--- src/rtl/cnt_pkg.sv ---
package cnt_pkg;
  localparam int NIB_W = 4;
  typedef logic [NIB_W-1:0] nib_t;
  localparam nib_t NIB_MAX = '1;
endpackage

--- src/rtl/cnt_nibble_next.sv ---
module cnt_nibble_next
  import cnt_pkg::*;
(
  input  nib_t cur,
  input  nib_t ld_val,
  input  logic ld_n,
  input  logic step,
  output nib_t nxt
);
  // load first, then increment, then hold
  always_comb begin
    if (!ld_n)      nxt = ld_val;
    else if (step)  nxt = cur + nib_t'(1);
    else            nxt = cur;
  end
endmodule

--- src/rtl/cnt_nibble.sv ---
module cnt_nibble
  import cnt_pkg::*;
(
  input  logic clk,
  input  logic clear_n,
  input  logic preset_n,
  input  logic cnt_en,
  input  logic chain_in,
  input  nib_t ld_val,
  output nib_t val,
  output logic carry
);
  nib_t nxt;

  cnt_nibble_next u_next (
    .cur    (val),
    .ld_val (ld_val),
    .ld_n   (preset_n),
    .step   (cnt_en & chain_in),
    .nxt    (nxt)
  );

  always_ff @(posedge clk or negedge clear_n) begin
    if (!clear_n) val <= '0;
    else          val <= nxt;
  end

  assign carry = chain_in & (val == NIB_MAX);
endmodule

--- src/rtl/cnt_chain.sv ---
module cnt_chain
  import cnt_pkg::*;
#(
  parameter int STAGES = 2,
  localparam int W = NIB_W * STAGES
) (
  input  logic         clk,
  input  logic         clear_n,
  input  logic         preset_n,
  input  logic         cnt_en,
  input  logic         chain_en,
  input  logic [W-1:0] preset_val,
  output logic [W-1:0] count,
  output logic         chain_out
);
  logic [STAGES:0] link;
  assign link[0] = chain_en;

  for (genvar g = 0; g < STAGES; g++) begin : g_stage
    cnt_nibble u_nib (
      .clk      (clk),
      .clear_n  (clear_n),
      .preset_n (preset_n),
      .cnt_en   (cnt_en),
      .chain_in (link[g]),
      .ld_val   (preset_val[g*NIB_W +: NIB_W]),
      .val      (count[g*NIB_W +: NIB_W]),
      .carry    (link[g+1])
    );
  end

  assign chain_out = link[STAGES];
endmodule

--- config.mk ---
export PLATFORM = sky130hd
export DESIGN_NAME = cnt_chain
export DESIGN_NICKNAME = d
export VERILOG_FILES = /design/src/rtl/cnt_pkg.sv /design/src/rtl/cnt_nibble_next.sv /design/src/rtl/cnt_nibble.sv /design/src/rtl/cnt_chain.sv
export SDC_FILE = /design/constraint.sdc
export NUM_CORES = 1
export LEC_CHECK = 0
export BUFFER_PORTS_ARGS = -buffer_cell sky130_fd_sc_hd__buf_2
export CAP_MARGIN = 20
export CORE_AREA = 8 8 45 47
export DETAILED_ROUTE_END_ITERATION = 10
export DIE_AREA = 0 0 53 55
export MAX_ROUTING_LAYER = met4
export SLEW_MARGIN = 30
export SYNTH_ARGS = -nofsm -noshare
export SYNTH_HDL_FRONTEND = slang
export SYNTH_SLANG_ARGS = --single-unit
--- constraint.sdc ---
create_clock -name clk -period 2.26 [get_ports clk]
set_input_delay 0.452 -clock clk [delete_from_list [all_inputs] [get_ports clk]]
set_output_delay 0.452 -clock clk [all_outputs]
set_load 0.01 [all_outputs]
* Yosys cells after proc, flatten, opt, wreduce, memory -nomap -nowiden
Cells that the tools add are included.
Word-level totals: bits in registers 8, output and inout port bits 9, bits of input ports 13
Operators by class: bitwise logic cells 4, equal/unequal tests 4, mux-type cells 4, add/sub/neg operators 2
Operator list (number):
- 4-bit 2-to-1 mux | 4
- 4-bit by 1-bit adder with 4-bit output, second input constant | 2
- 4-bit == test, second input constant | 2
- 1-bit bitwise AND | 4
- 2-bit by 1-bit inequality test with 1-bit output, second input constant | 2

* Longest topological paths before layout
word-level depth 5, gate-level depth with buffers 4, gate-level depth less buffers 4

* Hierarchy
A second synthesis with hierarchy kept.
Second synthesis, totals: cell total of the unflattened synthesis 48, area total of the unflattened synthesis 435.4 µm²
Modules (own cells, without submodules):
- cnt_nibble | cells an instance 8, area each 120.1 µm², seq. area each 100.1 µm², instances 2
- cnt_nibble_next | cells an instance 16, area each 97.6 µm², seq. area each 0.0 µm², instances 2

* Least setup slack after synthesis
OpenSTA, ideal clock, no wires.
kind reg-to-reg, start register g_stage[0].u_nib.val[0], end register g_stage[1].u_nib.val[3], arrival time 1403 ps, data required time 2178 ps, period minus slack after synthesis 1485 ps, stages on the path, launching flop included 5, path buffers 0, path slack 775 ps, cell sequence dfrtp_1 > ha_1 > nand3_1 > or4_1 > a31oi_1
Between the ends: word-level cells in the longest chain between the ends 4
Ends and longest elaborated chain:
- start, declared | line cnt_nibble.sv:10 | output nib_t val,
- start signal, assigned | line cnt_nibble.sv:25 | else val <= nxt;
- 4-bit == test | line cnt_nibble.sv:28 | assign carry = chain_in & (val == NIB_MAX);
- 1-bit bitwise AND | line cnt_nibble.sv:28
- 1-bit bitwise AND | line cnt_nibble.sv:19 | .step (cnt_en & chain_in),
- 2-bit by 1-bit inequality test with 1-bit output (no source line)
- end signal, assigned | line cnt_nibble.sv:25
- end, declared | line cnt_nibble.sv:10
No other way between the ends. A chain may end at the register's enable or synchronous reset.

* Worst setup path in the final report
start register g_stage[0].u_nib.val[0], end output port chain_out
Between the ends: word-level cells in the longest chain between the ends 3
Ends and longest elaborated chain:
- 4-bit == test | line cnt_nibble.sv:28
- 1-bit bitwise AND (2 in a row) | line cnt_nibble.sv:28
- end, declared | line cnt_chain.sv:14 | output logic chain_out
No other way between the ends.

==> impl_results.md <==
- Status: finished clean
- First-pass GRT wire length: 1.84 mm
- Nets: 89
- Syn_area_per_cell: 9.08 um2
- Final Hold Viols: 0
- Synthesis warning total: 0
- Setup violations, final: 0
- Area delta synth->final: 28.4%
- Final Skew: 0.217 ps
- Pin count of the biggest net entering global routing: 17
- Grt ovf: 0
- TritonCTS buffer count: 3
- Die Y: 55 um
- Root buf cell: clkbuf_4
- Ratio of cells with drive above 1 in the final layout: 36.1%
- Peak supply drop: 0.253 mV
- Worst relative slew slack: 82.4%
- Cell area after layout: 583 um2
- ANT cells: 0
- Routed WL per cell: 12.8 um
- Synthesized cell area: 454 um2
- DRC: 0
- Rows: 14
- Place WS: 679 ps
- Final min period: 1700 ps
- Htree depth: 1
- Unrepaired setup endpoints after global routing: no
- CTS tree: yes
- DR pass1 iterations: 1
- Cell count after synthesis: 50
- Critical path type: reg2out
- CTS hold repair buffers: 0
- Reg with most FFs: g_stage.u_nib.val
- CORE AREA: 1380 um2
- Clock sinks: 8
- Initial DRC count: 0
- Crit-path slowest cell: dfrtp_1
- Antenna violations before repair: 0
- Lkg Pwr: 0.265 nW
- Placed Area: 561 um2
- Global Route Usage Sum: 8.95%
- Max-Cap Viols: 0
- Port Buf Inserts: 21
- Number of gates resized after CTS: 0
- Syn_nets: 65
- Final ANT Viol Nets: 0
- Post-synthesis sequential area ratio: 44.1%
- Yosys reg bits: 8
- Initial core utilization: 32.8%
- GPL Wtd Cong: 0.729
- Post-synth cell types: 19
- Max stage delay on crit path: 390 ps
- Crit Path Max Fanout: 4
- Worst Hold Class: in2async
- IO Pins: 22
- Number of synthesized flops with an enable pin: 0
- Vias in the first global route: 394
- DR vias: 438
- Final Cycle Share: 75.0%
- Post-CTS Setup Inserts: 0
- Pins Over Slew Limit: 0
- Critical path data arrival time: 1240 ps
- Setup TNS: 0 ps
- Worst skew pair latency: 250 ps
- Clk slew on worst S/H paths: 50 ps
- Via density: 4.98
- Drt total wl: 1.13 mm
- Crit path launch type: flop
- Share of the core filled with cells: 42.1%
- Worst setup EP type: output port
- Max FFs per register: 8
- Critical Path RT: 1810 ps
- Cell Pwr Density: 639 nW/um2
- Biggest regs: g_stage.u_nib.val x8
- Synth async-reset ratio: 100%
- Max Root-Sink Buffers: 2
- Die ar.: 2920 um2
- Setup ws final: 564 ps
- Die Wd: 53 um
- CP cell instances: ha_1 -> nand4_1 -> nor2_1 -> buf_2
- Ys flop type: dfrtp_1
- Fmax: 590 MHz
- Least-Margin Pin Slew: 264 ps
## layout make-up
cell class	count	area, um2
Multi-Input combinational cell	40	235
Clock buffer	3	22.5
Fill cell	155	801
Tap cell	16	20.0
Sequential cell	8	200
Timing Repair Buffer	21	105
## routing by layer
metal | wire, um | global-route usage (%) | vias up
met5 | 0 | - | -
met4 | 19 | 6.47 | 0
met3 | 129 | 3.48 | 2
met2 | 453 | 11.3 | 17
met1 | 524 | 11.1 | 187
li1 | - | - | 232
## placed cells by master (no fill, tap or decap)
cell type / count
buf_2: 21
nor2_1: 9
dfrtp_1: 8
nand3_1: 5
a21oi_1: 4
o21ai_0: 4
a31oi_1: 4
clkbuf_4: 3
xor2_1: 2
or3_1: 2
ha_1: 2
nand4_1: 1
nand2_1: 1
nand2_2: 1
o31ai_1: 1
or4_1: 1
mux2i_1: 1
o21a_1: 1
or3_2: 1
## synthesized netlist by cell type, types with 2 or more instances
| library cell | count | share of area [%] |
|---|---|---|
| nand3_1 | 5 | 5.5 |
| o21ai_0 | 4 | 4.4 |
| ha_1 | 2 | 5.5 |
| a31oi_1 | 4 | 5.5 |
| a21oi_1 | 4 | 4.4 |
| or3_1 | 2 | 2.8 |
| nor2_1 | 9 | 7.4 |
| xor2_1 | 2 | 3.9 |
| dfrtp_1 | 8 | 44 |
## worst max-delay path: cells and delay by family (launching register included)
kind	cells	cell delay (ps)
fa+ha+maj	1	190
simple gates	2	270
buf+inv	1	130
flops	1	390
## power breakdown
part	internal [mW]	total [mW]	switching [mW]
logic	0.0393	0.0864	0.0471
clock network	0.0607	0.108	0.0476
registers	0.159	0.178	0.0192
## stage by stage
stage / power (mW) / hold WS, ps / cells
final: 0.373 / 41.1 / 88
after global routing: 0.407 / 35.5 / 88
after CTS: 0.381 / 36.2 / 88
after detailed placement: 0.269 / 311 / 85
after global placement: 0.267 / 307 / 85
after floorplan: 0.230 / 156 / 50
## final timing paths
| path | from | end | slack (ps) | cells past startpoint |
|---|---|---|---|---|
| max in group asynchronous | clear_n | g_stage[1].u_nib.val[3] | 2040 | 1 |
| min reg2reg | g_stage[1].u_nib.val[1] | g_stage[1].u_nib.val[1] | 590 | 2 |
| min | clear_n | g_stage[1].u_nib.val[0] | 40 | 1 |
| max | g_stage[0].u_nib.val[0] | chain_out | 560 | 4 |
| min in group clk | preset_val[1] | g_stage[0].u_nib.val[1] | 440 | 3 |
| max reg2reg | g_stage[0].u_nib.val[0] | g_stage[1].u_nib.val[3] | 670 | 4 |
## cell families (layout without fill, tap and decap cells)
group                    after synthesis  count (layout)  share of synthesized area [%]
AND/OR/NAND/NOR                       21              21                           22.6
XOR/XNOR                               2               2                           3.86
adder cells (fa/ha/maj)                2               2                           5.51
buffers and inverters                  2              24                           4.13
flip-flops                             8               8                           44.1
AO/OA/AOI/OAI                         14              14                           17.6
multiplexers                           1               1                           2.20
Note: power is estimated with default switching activity, not from simulation.
